`src/rtl/sfz_pkg.sv`:
```
package sfz_pkg;
    typedef enum logic [1:0] {
        ST_LIVE  = 2'd0,
        ST_FAULT = 2'd1,
        ST_HOLD  = 2'd2
    } frz_state_e;

    localparam int SIG_BITS    = 4;
    localparam int SIG_SPACING = 6;
    localparam int BIT_W       = 3;

    typedef logic [SIG_BITS-1:0] sig_nib_t;
endpackage

```
`src/rtl/sfz_capture.sv`:
```
module sfz_capture
    import sfz_pkg::*;
#(
    parameter int NUM_CH    = 24,
    parameter int CH_W      = 5,
    parameter int MF_FRAMES = 24
) (
    input  logic                       clk,
    input  logic                       rst_n,
    input  logic                       frame_sync,
    input  logic                       mf_sync,
    input  logic [CH_W-1:0]            chan_idx,
    input  logic [BIT_W-1:0]           bit_idx,
    input  logic                       sig_in,
    input  logic                       esf_mode,
    output logic [NUM_CH*SIG_BITS-1:0] cap_flat
);
    localparam int FRM_W = $clog2(MF_FRAMES + 1);
    localparam logic [BIT_W-1:0] LSB_SLOT = BIT_W'(7);

    logic [FRM_W-1:0] frame_no;
    logic             slot_hit;
    logic [1:0]       slot_pos;

    // frame numbering, restarted by the multiframe strobe
    always_ff @(posedge clk) begin
        if (!rst_n) begin
            frame_no <= '0;
        end else if (mf_sync) begin
            frame_no <= FRM_W'(1);
        end else if (frame_sync && frame_no != '0 && frame_no < FRM_W'(MF_FRAMES)) begin
            frame_no <= frame_no + 1'b1;
        end
    end

    // which signaling letter, if any, the current bit carries
    always_comb begin
        int ordinal;
        slot_hit = 1'b0;
        slot_pos = 2'd0;
        ordinal  = int'(frame_no) / SIG_SPACING;
        if (bit_idx == LSB_SLOT && frame_no != '0
            && (int'(frame_no) % SIG_SPACING) == 0 && ordinal <= SIG_BITS) begin
            slot_hit = (ordinal <= 2) || esf_mode;
            slot_pos = 2'(SIG_BITS - ordinal);
        end
    end

    for (genvar c = 0; c < NUM_CH; c++) begin : g_chan
        sig_nib_t nib_q;
        always_ff @(posedge clk) begin
            if (!rst_n) begin
                nib_q <= '0;
            end else if (slot_hit && chan_idx == CH_W'(c)) begin
                nib_q[slot_pos] <= sig_in;
            end
        end
        assign cap_flat[c*SIG_BITS +: SIG_BITS] = nib_q;
    end

    // frame number never runs past the multiframe length
    a_r2_frame_range: assert property (@(posedge clk) disable iff (!rst_n)
        frame_no <= FRM_W'(MF_FRAMES));
endmodule

```
`src/rtl/sfz_delay.sv`:
```
module sfz_delay
    import sfz_pkg::*;
#(
    parameter int NUM_CH = 24,
    parameter int CH_W   = 5,
    parameter int DEPTH  = 3
) (
    input  logic                       clk,
    input  logic                       rst_n,
    input  logic                       mf_sync,
    input  logic                       frz,
    input  logic [NUM_CH*SIG_BITS-1:0] cap_flat,
    input  logic [CH_W-1:0]            chan_idx,
    input  logic [BIT_W-1:0]           bit_idx,
    input  logic                       esf_mode,
    output logic                       sig_out
);
    localparam int LINE_W = NUM_CH * SIG_BITS;

    logic [LINE_W-1:0] stg [DEPTH];
    logic [LINE_W-1:0] tail;
    logic              commit;
    sig_nib_t          cur_nib;

    assign commit = mf_sync && !frz;
    assign tail   = stg[DEPTH-1];

    always_ff @(posedge clk) begin
        if (!rst_n) begin
            for (int s = 0; s < DEPTH; s++) stg[s] <= '0;
        end else if (commit) begin
            stg[0] <= cap_flat;
            for (int s = 1; s < DEPTH; s++) stg[s] <= stg[s-1];
        end
    end

    always_comb begin
        cur_nib = '0;
        for (int c = 0; c < NUM_CH; c++) begin
            if (chan_idx == CH_W'(c)) cur_nib = tail[c*SIG_BITS +: SIG_BITS];
        end
    end

    always_comb begin
        if (!bit_idx[2]) begin
            sig_out = 1'b0;
        end else if (esf_mode) begin
            sig_out = cur_nib[~bit_idx[1:0]];
        end else begin
            sig_out = bit_idx[0] ? cur_nib[2] : cur_nib[3];
        end
    end

    // a freeze blocks the presented line from changing
    a_r7_hold_line: assert property (@(posedge clk) disable iff (!rst_n)
        frz |=> $stable(tail));
    // presented line moves only at a multiframe edge
    a_r3_mf_only: assert property (@(posedge clk) disable iff (!rst_n)
        !mf_sync |=> $stable(tail));
    // upper nibble of every channel is zero
    a_r4_upper_zero: assert property (@(posedge clk) disable iff (!rst_n)
        (bit_idx < BIT_W'(4)) |-> !sig_out);
endmodule

```
`src/rtl/sfz_ctrl.sv`:
```
module sfz_ctrl
    import sfz_pkg::*;
#(
    parameter int HOLD_ESF = 72,
    parameter int HOLD_D4  = 36
) (
    input  logic clk,
    input  logic rst_n,
    input  logic frame_sync,
    input  logic los_sync,
    input  logic carrier_loss,
    input  logic slip,
    input  logic frz_en,
    input  logic frz_force,
    input  logic esf_mode,
    output logic frozen
);
    localparam int HOLD_MAX = (HOLD_ESF > HOLD_D4) ? HOLD_ESF : HOLD_D4;
    localparam int CNT_W    = $clog2(HOLD_MAX + 1);

    frz_state_e       st, st_nxt;
    logic [CNT_W-1:0] hold_cnt;
    logic [CNT_W-1:0] hold_lim;
    logic             fault_hit;

    assign fault_hit = frz_en && (los_sync || carrier_loss || slip);
    assign hold_lim  = esf_mode ? CNT_W'(HOLD_ESF) : CNT_W'(HOLD_D4);

    always_comb begin
        st_nxt = st;
        unique case (st)
            ST_LIVE:  if (fault_hit) st_nxt = ST_FAULT;
            ST_FAULT: if (!fault_hit) st_nxt = ST_HOLD;
            ST_HOLD: begin
                if (fault_hit)                              st_nxt = ST_FAULT;
                else if (frame_sync && hold_cnt >= hold_lim) st_nxt = ST_LIVE;
            end
            default:  st_nxt = ST_LIVE;
        endcase
        if (!frz_en) st_nxt = ST_LIVE;
    end

    // state register
    always_ff @(posedge clk) begin
        if (!rst_n) st <= ST_LIVE;
        else        st <= st_nxt;
    end

    // hold-off frame counter
    always_ff @(posedge clk) begin
        if (!rst_n) begin
            hold_cnt <= '0;
        end else if (st == ST_HOLD && st_nxt == ST_HOLD) begin
            if (frame_sync) hold_cnt <= hold_cnt + 1'b1;
        end else begin
            hold_cnt <= '0;
        end
    end

    // outputs
    always_comb begin
        frozen = (st != ST_LIVE) || frz_force;
    end

    // enabled fault freezes from the next cycle
    a_r5_fault_freezes: assert property (@(posedge clk) disable iff (!rst_n)
        (frz_en && (los_sync || carrier_loss || slip)) |=> frozen);
    // fault during hold returns to the fault state
    a_r9_hold_restart: assert property (@(posedge clk) disable iff (!rst_n)
        (st == ST_HOLD && frz_en && (los_sync || carrier_loss || slip)) |=> (st == ST_FAULT));
    // disabled freezing always ends in the live state
    a_r10_disabled_live: assert property (@(posedge clk) disable iff (!rst_n)
        !frz_en |=> (st == ST_LIVE));
    // hold counter stays within the longest hold
    a_r8_cnt_bound: assert property (@(posedge clk) disable iff (!rst_n)
        hold_cnt <= CNT_W'(HOLD_MAX));
    // no early exit from hold
    a_r8_no_early_exit: assert property (@(posedge clk) disable iff (!rst_n)
        (st == ST_HOLD && frz_en && !(los_sync || carrier_loss || slip)
         && !(frame_sync && hold_cnt >= hold_lim)) |=> (st == ST_HOLD));
endmodule

```
`src/rtl/sig_freeze_buf.sv`:
```
module sig_freeze_buf
    import sfz_pkg::*;
#(
    parameter int NUM_CH    = 24,
    parameter int CH_W      = (NUM_CH > 1) ? $clog2(NUM_CH) : 1,
    parameter int HOLD_ESF  = 72,
    parameter int HOLD_D4   = 36,
    parameter int DELAY_MF  = 3
) (
    input  logic            clk,
    input  logic            rst_n,
    input  logic            frame_sync,
    input  logic            mf_sync,
    input  logic [CH_W-1:0] chan_idx,
    input  logic [2:0]      bit_idx,
    input  logic            sig_in,
    input  logic            los_sync,
    input  logic            carrier_loss,
    input  logic            slip,
    input  logic            frz_en,
    input  logic            frz_force,
    input  logic            esf_mode,
    output logic            sig_out,
    output logic            frozen
);
    localparam int LINE_W = NUM_CH * SIG_BITS;

    logic [LINE_W-1:0] cap_flat;

    sfz_capture #(.NUM_CH(NUM_CH), .CH_W(CH_W), .MF_FRAMES(24)) u_capture (
        .clk(clk), .rst_n(rst_n), .frame_sync(frame_sync), .mf_sync(mf_sync),
        .chan_idx(chan_idx), .bit_idx(bit_idx), .sig_in(sig_in),
        .esf_mode(esf_mode), .cap_flat(cap_flat)
    );

    sfz_ctrl #(.HOLD_ESF(HOLD_ESF), .HOLD_D4(HOLD_D4)) u_ctrl (
        .clk(clk), .rst_n(rst_n), .frame_sync(frame_sync), .los_sync(los_sync),
        .carrier_loss(carrier_loss), .slip(slip), .frz_en(frz_en),
        .frz_force(frz_force), .esf_mode(esf_mode), .frozen(frozen)
    );

    sfz_delay #(.NUM_CH(NUM_CH), .CH_W(CH_W), .DEPTH(DELAY_MF)) u_delay (
        .clk(clk), .rst_n(rst_n), .mf_sync(mf_sync), .frz(frozen),
        .cap_flat(cap_flat), .chan_idx(chan_idx), .bit_idx(bit_idx),
        .esf_mode(esf_mode), .sig_out(sig_out)
    );

    // force freeze shows on the flag at once
    a_r6_force_now: assert property (@(posedge clk) disable iff (!rst_n)
        frz_force |-> frozen);
endmodule

```
`config.mk`:
```
export PLATFORM = sky130hd
export DESIGN_NAME = sig_freeze_buf
export DESIGN_NICKNAME = d
export VERILOG_FILES = /design/src/rtl/sfz_pkg.sv /design/src/rtl/sfz_capture.sv /design/src/rtl/sfz_delay.sv /design/src/rtl/sfz_ctrl.sv /design/src/rtl/sig_freeze_buf.sv
export SDC_FILE = /design/constraint.sdc
export NUM_CORES = 1
export LEC_CHECK = 0
export ABC_AREA = 1
export ABC_CLOCK_PERIOD_IN_PS = 24600
export BUFFER_PORTS_ARGS = -buffer_cell sky130_fd_sc_hd__buf_4
export CORE_AREA = 2 2 188 190
export DETAILED_ROUTE_END_ITERATION = 8
export DIE_AREA = 0 0 190 192
export PLACE_DENSITY = 0.78
export SYNTH_ARGS = -nofsm -noshare
export SYNTH_HDL_FRONTEND = slang
export SYNTH_SLANG_ARGS = --single-unit
```
`constraint.sdc`:
```
create_clock -name clk -period 24.6 [get_ports clk]
set_clock_uncertainty 0.05 [all_clocks]
set_input_delay 3.69 -clock clk [delete_from_list [all_inputs] [get_ports clk]]
set_output_delay 3.69 -clock clk [all_outputs]
set_load 0.02 [all_outputs]
```
# --- Word level (Yosys, flattened, before mapping) ---
# Memory sizes are Yosys's and may differ from the RTL's.
# Index checks and enable logic that the tools add are counted.
classes:
  addsub: 3
  div_mod_pow: 2
  n_lt_le_gt_ge: 7
  eq_ne: 27
  n_mux: 73
  bitwise_logic: 5
  reduce_logical: 47
op_table:
  columns: ["op", "n"]
  rows:
  - ["$mux W96", 3]
  - ["$bwmux W4", 24]
  - ["$mux W4", 24]
  - ["$eq A5 B4 Y1 const B", 8]
  - ["$eq A5 B5 Y1 const B", 8]
  - ["$logic_and A1 B1 Y1", 34]
  - ["$div A6 B4 Y32 const B", 1]
  - ["$le A32 B3 Y1 const B", 1]
  - ["$le A32 B4 Y1 const B", 1]
  - ["$logic_not A32 Y1", 1]
  - ["$mod A6 B4 Y32 const B", 1]
  - ["$eq A5 B3 Y1 const B", 4]
  - ["$mux W1", 12]
  - ["$mux W2", 6]
  - ["$eq A5 B2 Y1 const B", 2]
  - ["$add A7 B1 Y7 const B", 1]
  - ["$ge A7 B7 Y1", 1]
  - ["$mux W7", 1]
  - ["$lt A2 B3 Y1 const B", 2]
  - ["$pmux W2 S3", 1]
  - ["$add A5 B1 Y5 const B", 1]
  - ["$eq A5 B1 Y1 const B", 1]
  - ["$logic_not A5 Y1", 1]
  - ["$lt A5 B5 Y1 const B", 1]
  - ["other kinds (17)", 24]
totals:
  regBits: 110
  mem_bits_rw: 288
  input_bits: 19
  out_inout_bits: 2
  wordCells: 193
  memories: 1
mem_list:
  columns: ["name", "depth", "word_bits", "rd", "rd_clocked_by_memory_dff", "write_ports", "line_no", "source"]
  rows:
  - ["u_delay.stg", 3, 96, 3, 0, 3, "sfz_delay.sv:20", "logic [LINE_W-1:0] stg [DEPTH];"]

# --- Longest topological paths before layout ---
# Gate-level depths: netlist of run 1.
logic_depth:
  word_depth: 29
  mapped_depth: 26
  depth_no_buf: 26

# --- By module ---
# A second synthesis of run 1 with hierarchy kept.
unflattened:
  cells_unflattened: 1935
  hier_area_um2: 17660.7
modules_own_cells:
  columns: ["module", "n_inst", "cells_per_inst", "area_each_um2", "seq_area_each_um2"]
  rows:
  - ["sfz_delay", 1, 1153, 12067.8, 8648.3]
  - ["sfz_capture", 1, 703, 5031.1, 2021.9]
  - ["sfz_ctrl", 1, 79, 561.8, 180.2]

# --- Worst setup path after synthesis of run 1 ---
# No wires, ideal clock.
synth_timing:
  path_kind: "input to register"
  start: "input port frz_force"
  end: "memory u_delay.stg[0][0] (netlist bit) (enable)"
  setup_ps: 1338
  arrival_time_ps: 24000
  required_ps: 23212
  slack_ps: -788
  path_stages: 3
  path_buffers: 0
  cell_sequence: "inv_1 nand2_1 o21ai_0"
synth_lines:
  columns: ["item", "line_no", "source"]
  rows:
  - ["start: declaration", "sig_freeze_buf.sv:21", "input logic frz_force,"]
  - ["end: declaration", "sfz_delay.sv:20", null]

# --- Worst setup path in the final report of run 1 ---
layout_timing:
  start: "input port chan_idx[2]"
  end: "output port sig_out"
layout_via:
  elab_chain_cells: 29
  word_cells_on_any_way: 53
  cone_classes: "eq/ne: 23; mux: 29; reduce/logical: 1"
layout_rtl:
  columns: ["item", "line_no", "source"]
  rows:
  - ["start: declaration", "sig_freeze_buf.sv:14", "input logic [CH_W-1:0] chan_idx,"]
  - ["$logic_not A5 Y1", "sfz_delay.sv:40", "if (chan_idx == CH_W'(c)) cur_nib = tail[c*SIG_BITS +: SIG_BITS];"]
  - ["$mux W4 (23 in a row)", "sfz_delay.sv:40", null]
  - ["$mux W4 (*)", "sfz_delay.sv:40", null]
  - ["$bmux W1 S2", "sfz_delay.sv:48", "sig_out = cur_nib[~bit_idx[1:0]];"]
  - ["$mux W1 (implied by the code)", "sfz_delay.sv:48", null]
  - ["$mux W1 (*)", "sfz_delay.sv:47", "end else if (esf_mode) begin"]
  - ["$mux W1 (*)", "sfz_delay.sv:45", "if (!bit_idx[2]) begin"]
  - ["end: declaration", "sig_freeze_buf.sv:23", "output logic sig_out,"]
# Mark *: on every way between the ends. The rest lies on a longest branch, timed or not. The select of a mux whose other input is x is not followed.

==> impl_metrics.json, run 1 <==
{
  "top_usage_layer": "met2",
  "ys.flop_type": "edfxtp_1",
  "core-area_um2": 34300,
  "whs_endpoint": "u_capture.g_chan[17].nib_q[1]",
  "synth.largest_area_cell": "edfxtp_1",
  "timing.fmax_mhz": 98.9,
  "reg2reg_to": "u_capture.g_chan[16].nib_q[0]",
  "met2_usage_pct": 31.2,
  "syn_to_final_growth_pct": 10.1,
  "met1_usage_pct": 25.2,
  "status": "completed",
  "hold_violations": 0,
  "drive_above_1_share_pct": 7.75,
  "finalSetupViolations": 0,
  "hold_start": "u_capture.g_chan[17].nib_q[1]",
  "syn_nets": 1899,
  "synth_most_common_cell": "nor2_1",
  "ioPinCount": 21,
  "synth_top_cell_area_share_pct": 50.6,
  "r2r_cells": 17,
  "h-tree-depth": 2,
  "slowest_delay_ps": 450,
  "synthDistinctLibCells": 37,
  "stdcell_count": 2351,
  "fp-row-count": 68,
  "fin_crit_ps": 10110,
  "utilization_pct": 54.9,
  "tns_ps": 0,
  "ys_warn_count": 0,
  "synthTopCellsByArea": "edfxtp_1 (51%), dfxtp_1 (13%), nor2_1 (10%), inv_1 (8.2%), nand2_1 (4.9%)",
  "cts.repair.resized": 0,
  "cts_hold_buf": 0,
  "cts_buffers": 40,
  "regToRegStartpoint": "u_capture.frame_no[4]",
  "vias": 11600,
  "fill_cells": 2835,
  "cp_data_arrival_time_ps": 6370,
  "cp_max_fo": 7,
  "die_w_um": 190,
  "root_buffer": "clkbuf_16",
  "grtUsageTotal_pct": 18.7,
  "cts_buffer_depth": 3,
  "use_met3_pct": 2.67,
  "synth_common_cells": "nor2_1 (454), inv_1 (375), edfxtp_1 (288)",
  "synth_edf_count": 288,
  "cts_tree": "built",
  "drc": 0,
  "crit_path_end_kind": "output pin",
  "path_class": "input port to output pin",
  "hold_depth": 2,
  "synth_seq_cells": 398,
  "powerDensity_nw_per_um2": 72.6,
  "avgSynthCellArea_um2": 9.15,
  "ir_drop_mv": 0.0416,
  "io_buffers": 20,
  "p_total_mw": 1.37,
  "nNetsFinal": 1897,
  "routabilityCongestion": 0.921,
  "hold-worst-slack_ps": 429,
  "regToRegSetupSlack_ps": 20320,
  "worstMarginPinSlew_ps": 1290,
  "start_util_pct": 49.8,
  "via_per_inst": 4.93,
  "synth_cells": 1868,
  "ys_seq_area_share_pct": 63.5,
  "post-route-period-util_pct": 41.1,
  "clk_latency_ps": 540,
  "rsz0062_at_grt": "no",
  "grt_pass1_wl_um": 54800,
  "ant_nets": 0,
  "crit_required_ps": 20860,
  "antenna_found_initial": 0,
  "drv_cap": 0,
  "drt-pass1-iter-count": 5,
  "finalMaxSlewViolations": 0,
  "grt.overflow.total": 0,
  "min_path_type": "register to register",
  "grt_max_degree": 288,
  "cts.sinks": 398,
  "clk_pin_slew_ps": 60,
  "dieArea_um2": 36500,
  "insertedDiodeCount": 0,
  "avgRoutedWirePerCell_um": 14.2,
  "async_reset_ff_share_pct": 0,
  "p_leak_nw": 7.32,
  "cp-start-kind": "input port",
  "dpl.cell_count": 2279,
  "die_h_um": 192,
  "cpMaxStageDelayCell": "nor2_1",
  "cpMostUsedCell": "nand2_1",
  "fin_area_um2": 18800,
  "routed_wirelength_um": 33300,
  "dp_hpwl_um": 19300,
  "syn_area_um2": 17100,
  "post_cts_buffers": 0,
  "fin_ws_ps": 14490,
  "placed_area_um2": 17600,
  "grt_pass1_vias": 11200,
  "drt_iter0_markers": 1115,
  "pre_cts_ws_ps": 14510,
  "slew-limit-headroom_pct": 14.3
}
==> flip-flops by register name, summed over array words and instances, names as in the netlist <==
signal / flops
u_ctrl.hold_cnt: 7
u_delay.stg: 288
u_ctrl.st: 2
u_capture.g_chan.nib_q: 96
u_capture.frame_no: 5
==> worst max path at each step <==
| stage | startpoint | to | slack [ps] |
|---|---|---|---|
| after floorplan | frz_force | u_delay.stg[0][0] | 6990 |
| after global placement | chan_idx[2] | sig_out | 14610 |
| after detailed placement | chan_idx[2] | sig_out | 14510 |
| after CTS | chan_idx[2] | sig_out | 14480 |
| after global routing | chan_idx[2] | sig_out | 14120 |
| final | chan_idx[2] | sig_out | 14490 |
==> critical path, delay by kind of cell <==
family | cells | cell delay [ps]
AND/OR/NAND/NOR | 22 | 2010
buffers and inverters | 4 | 520
AO/OA/AOI/OAI | 1 | 180
==> layout make-up <==
class / instances / area (µm²) / area share [%]
Sequential cell: 398 / 10900 / 57.7
Multi-Input combinational cell: 1010 / 4510 / 24.0
Inverter: 387 / 1450 / 7.72
Clock buffer: 45 / 1030 / 5.47
Tap cell: 455 / 569 / 3.03
Timing Repair Buffer: 29 / 243 / 1.29
Clock inverter: 27 / 160 / 0.851
==> kinds of logic (layout without fill, tap and decap cells) <==
kind of cell    Yosys count  count (layout)  synth area share, %
flops                   398             398                 63.5
fa+ha+maj                12              12                0.879
compound gates          141             141                 4.31
simple gates            851             851                 20.8
xor+xnor                  6               6                0.308
buf+inv                 460             488                 10.2
==> cell usage in the layout, fill, tap and decap left out, types with 2 or more instances in the layout <==
cell          n
a21oi_1      58
dfxtp_1     110
buf_12        2
a211oi_1      3
clkinv_1      7
nand2_1     225
o21ai_1      33
xor2_1        5
clkinv_2     11
clkbuf_16    40
nor2_1      453
o21ai_0      41
inv_2        12
nand3_2       2
clkbuf_1      4
inv_1       375
nand3_1      47
nor2_4       11
nor3_1       66
or2_2        26
buf_4        27
edfxtp_1    288
ha_1         12
nand4_1      15
clkinvlp_4    6
==> power breakdown <==
group / total, mW / internal [mW] / leakage, nW / switching [mW]
logic: 0.0551 / 0.0128 / 2.81 / 0.0424
registers: 0.757 / 0.747 / 3.94 / 0.00925
clock network: 0.554 / 0.303 / 0.575 / 0.251
total: 1.37 / 1.06 / 7.32 / 0.303
==> per-layer routing <==
metal  part of all wire [%]  wire, µm  vias up
met5                      0         0        -
met4                    2.8       919        0
met3                    6.3      2120       68
met2                     47     15500      365
met1                     44     14800     5360
li1                       -         -     5793
No activity file was read; power rests on OpenSTA's default activity.
==> inputs of run 2 (changes only) <==
--- a/config.mk
+++ b/config.mk
@@ -6,7 +6,7 @@
 export NUM_CORES = 1
 export LEC_CHECK = 0
 export ABC_AREA = 1
-export ABC_CLOCK_PERIOD_IN_PS = 24600
+export ABC_CLOCK_PERIOD_IN_PS = 8550
 export BUFFER_PORTS_ARGS = -buffer_cell sky130_fd_sc_hd__buf_4
 export CORE_AREA = 2 2 188 190
 export DETAILED_ROUTE_END_ITERATION = 8
==> constraint.sdc (replaced) <==
create_clock -name clk -period 8.55 [get_ports clk]
set_clock_uncertainty 0.05 [all_clocks]
set_input_delay 1.2825 -clock clk [delete_from_list [all_inputs] [get_ports clk]]
set_output_delay 1.2825 -clock clk [all_outputs]
set_load 0.02 [all_outputs]
==> run 2 against run 1 <==
Compared with the run above:
- non-clock buffer count is 2 higher
- combinational power rose to 2.9 times the previous value
- register-to-register slack lost 16000 ps
- sequential power rose to 2.9 times the previous value
- cell count rose by 0.21%
- hold slack gained 1.6 ps
- global-route usage rose by 0.30 points
- largest cell class unchanged
- clock-buffer cell count is 12 higher
- largest power group unchanged
==> impl_metrics.json, run 2 (synthesis results as in run 1) <==
{
  "status": "completed",
  "pre_cts_ws_ps": 3210,
  "post_cts_buffers": 0,
  "start_util_pct": 49.8,
  "drv_cap": 0,
  "tns_ps": 0,
  "regToRegSetupSlack_ps": 4040,
  "fin_ws_ps": 3180,
  "whs_endpoint": "u_capture.g_chan[15].nib_q[1]",
  "io_buffers": 20,
  "via_per_inst": 4.93,
  "dieArea_um2": 36500,
  "cts_hold_buf": 0,
  "fp-row-count": 68,
  "path_class": "input port to output pin",
  "post-route-period-util_pct": 62.8,
  "core-area_um2": 34300,
  "ant_nets": 0,
  "antenna_found_initial": 2,
  "routabilityCongestion": 0.871,
  "h-tree-depth": 2,
  "drc": 0,
  "grt_max_degree": 171,
  "drt-pass1-iter-count": 5,
  "hold_violations": 0,
  "dpl.cell_count": 2281,
  "hold_start": "u_capture.g_chan[15].nib_q[1]",
  "utilization_pct": 55.2,
  "worstMarginPinSlew_ps": 1270,
  "drive_above_1_share_pct": 7.84,
  "cts.repair.resized": 0,
  "final_cell_mix": "nor2_1 (453), inv_1 (375), edfxtp_1 (288)",
  "finalMaxSlewViolations": 0,
  "dp_hpwl_um": 20200,
  "largest_reg_flops": 288,
  "cp-start-kind": "input port",
  "slew-limit-headroom_pct": 15.1,
  "grt_pass1_wl_um": 55400,
  "routed_wirelength_um": 33900,
  "finalSetupViolations": 0,
  "timing.fmax_mhz": 186,
  "root_buffer": "clkbuf_16",
  "cts_tree": "built",
  "cts_buffer_depth": 3,
  "die_h_um": 192,
  "ioPinCount": 21,
  "vias": 11600,
  "clk_latency_ps": 530,
  "drt_iter0_markers": 974,
  "reg2reg_to": "u_capture.g_chan[3].nib_q[0]",
  "hold_depth": 2,
  "die_w_um": 190,
  "grtUsageTotal_pct": 19.0,
  "rsz0062_at_grt": "no",
  "regToRegStartpoint": "u_capture.frame_no[4]",
  "largestRegisters": "u_delay.stg (288), u_capture.g_chan.nib_q (96), u_ctrl.hold_cnt (7)",
  "p_leak_nw": 7.39,
  "hold-worst-slack_ps": 431,
  "final_common_cell": "nor2_1",
  "stdcell_count": 2356,
  "avgRoutedWirePerCell_um": 14.4,
  "grt.overflow.total": 0,
  "nNetsFinal": 1899,
  "crit_path_end_kind": "output pin",
  "min_path_type": "register to register",
  "grt_pass1_vias": 11100,
  "r2r_cells": 17,
  "fill_cells": 2842,
  "clk_pin_slew_ps": 60,
  "regMostFlops": "u_delay.stg",
  "syn_to_final_growth_pct": 10.8,
  "cts_buffers": 40,
  "cts.sinks": 398,
  "powerDensity_nw_per_um2": 214,
  "crit_required_ps": 7220,
  "cp_data_arrival_time_ps": 4040,
  "ir_drop_mv": 0.132,
  "fin_crit_ps": 5370,
  "cp_max_fo": 7
}
## run 2: changes by cell type in the layout (fill, tap and decap cells not counted), moves of 2 or more
cell	delta
buf_4	+2
clkbuf_1	+5
clkbuf_16	+2
clkbuf_8	+5
clkinv_1	-3
clkinv_2	-3
clkinvlp_4	-5
## run 2: stage by stage
| step | instance area [µm²] | power (mW) |
|---|---|---|
| 3_3_place_gp | 17600 | 2.37 |
| 5_1_grt | 18900 | 4.17 |
| 3_5_place_dp | 17600 | 2.38 |
| 4_1_cts | 18900 | 4.07 |
| 6_report | 18900 | 4.04 |
| 2_1_floorplan | 17100 | 2.33 |
## run 2: cell type report
cell class,count,area (µm²),area share (%)
inverters,387,1450,7.67
multi-input cells,1010,4510,23.8
well taps,455,569,3.01
clock buffers,57,1170,6.17
flip-flops and latches,398,10900,57.3
repair buffers,31,258,1.36
clock inverters,17,124,0.654
diodes,1,2.50,0.0132
## run 2: worst max-delay path by stage
stage | startpoint | end | slack [ps] | cells past startpoint
after floorplan | frz_force | u_delay.stg[0][0] | 1820 | 3
after global placement | chan_idx[2] | sig_out | 3270 | 27
after detailed placement | chan_idx[2] | sig_out | 3210 | 27
after CTS | chan_idx[2] | sig_out | 3180 | 27
after global routing | chan_idx[2] | sig_out | 2790 | 27
final | chan_idx[2] | sig_out | 3180 | 25
## run 2: worst max-delay path: stages
cell	delay [ps]
buf_4	120
nor2_1	510
nand2_1	340
or2_2	350
nand2_1	90
nand2_1	50
nand2_1	50
nand4_1	70
nand2_1	70
nand3_1	60
nand2_1	90
nand2_1	60
nand2_1	60
nand3_1	80
nand2_1	70
nand2_1	40
nand2_1	60
nand3_1	60
nand2_1	60
nand2_1	40
nand2_1	50
nand2_1	50
nand2_1	50
a21oi_1	80
buf_4	160
## run 2: metal layers
metal,up-vias,wire (µm),global-route usage [%]
met3,62,1930,2.80
met4,2,769,5.64
met1,5451,14700,25.5
li1,5805,-,-
met5,-,13,0
met2,293,16500,32.3
## run 2: power breakdown
group	internal, mW	switching (mW)
registers	2.15	0.0273
logic	0.0374	0.122
clock network	0.987	0.719
total	3.17	0.869
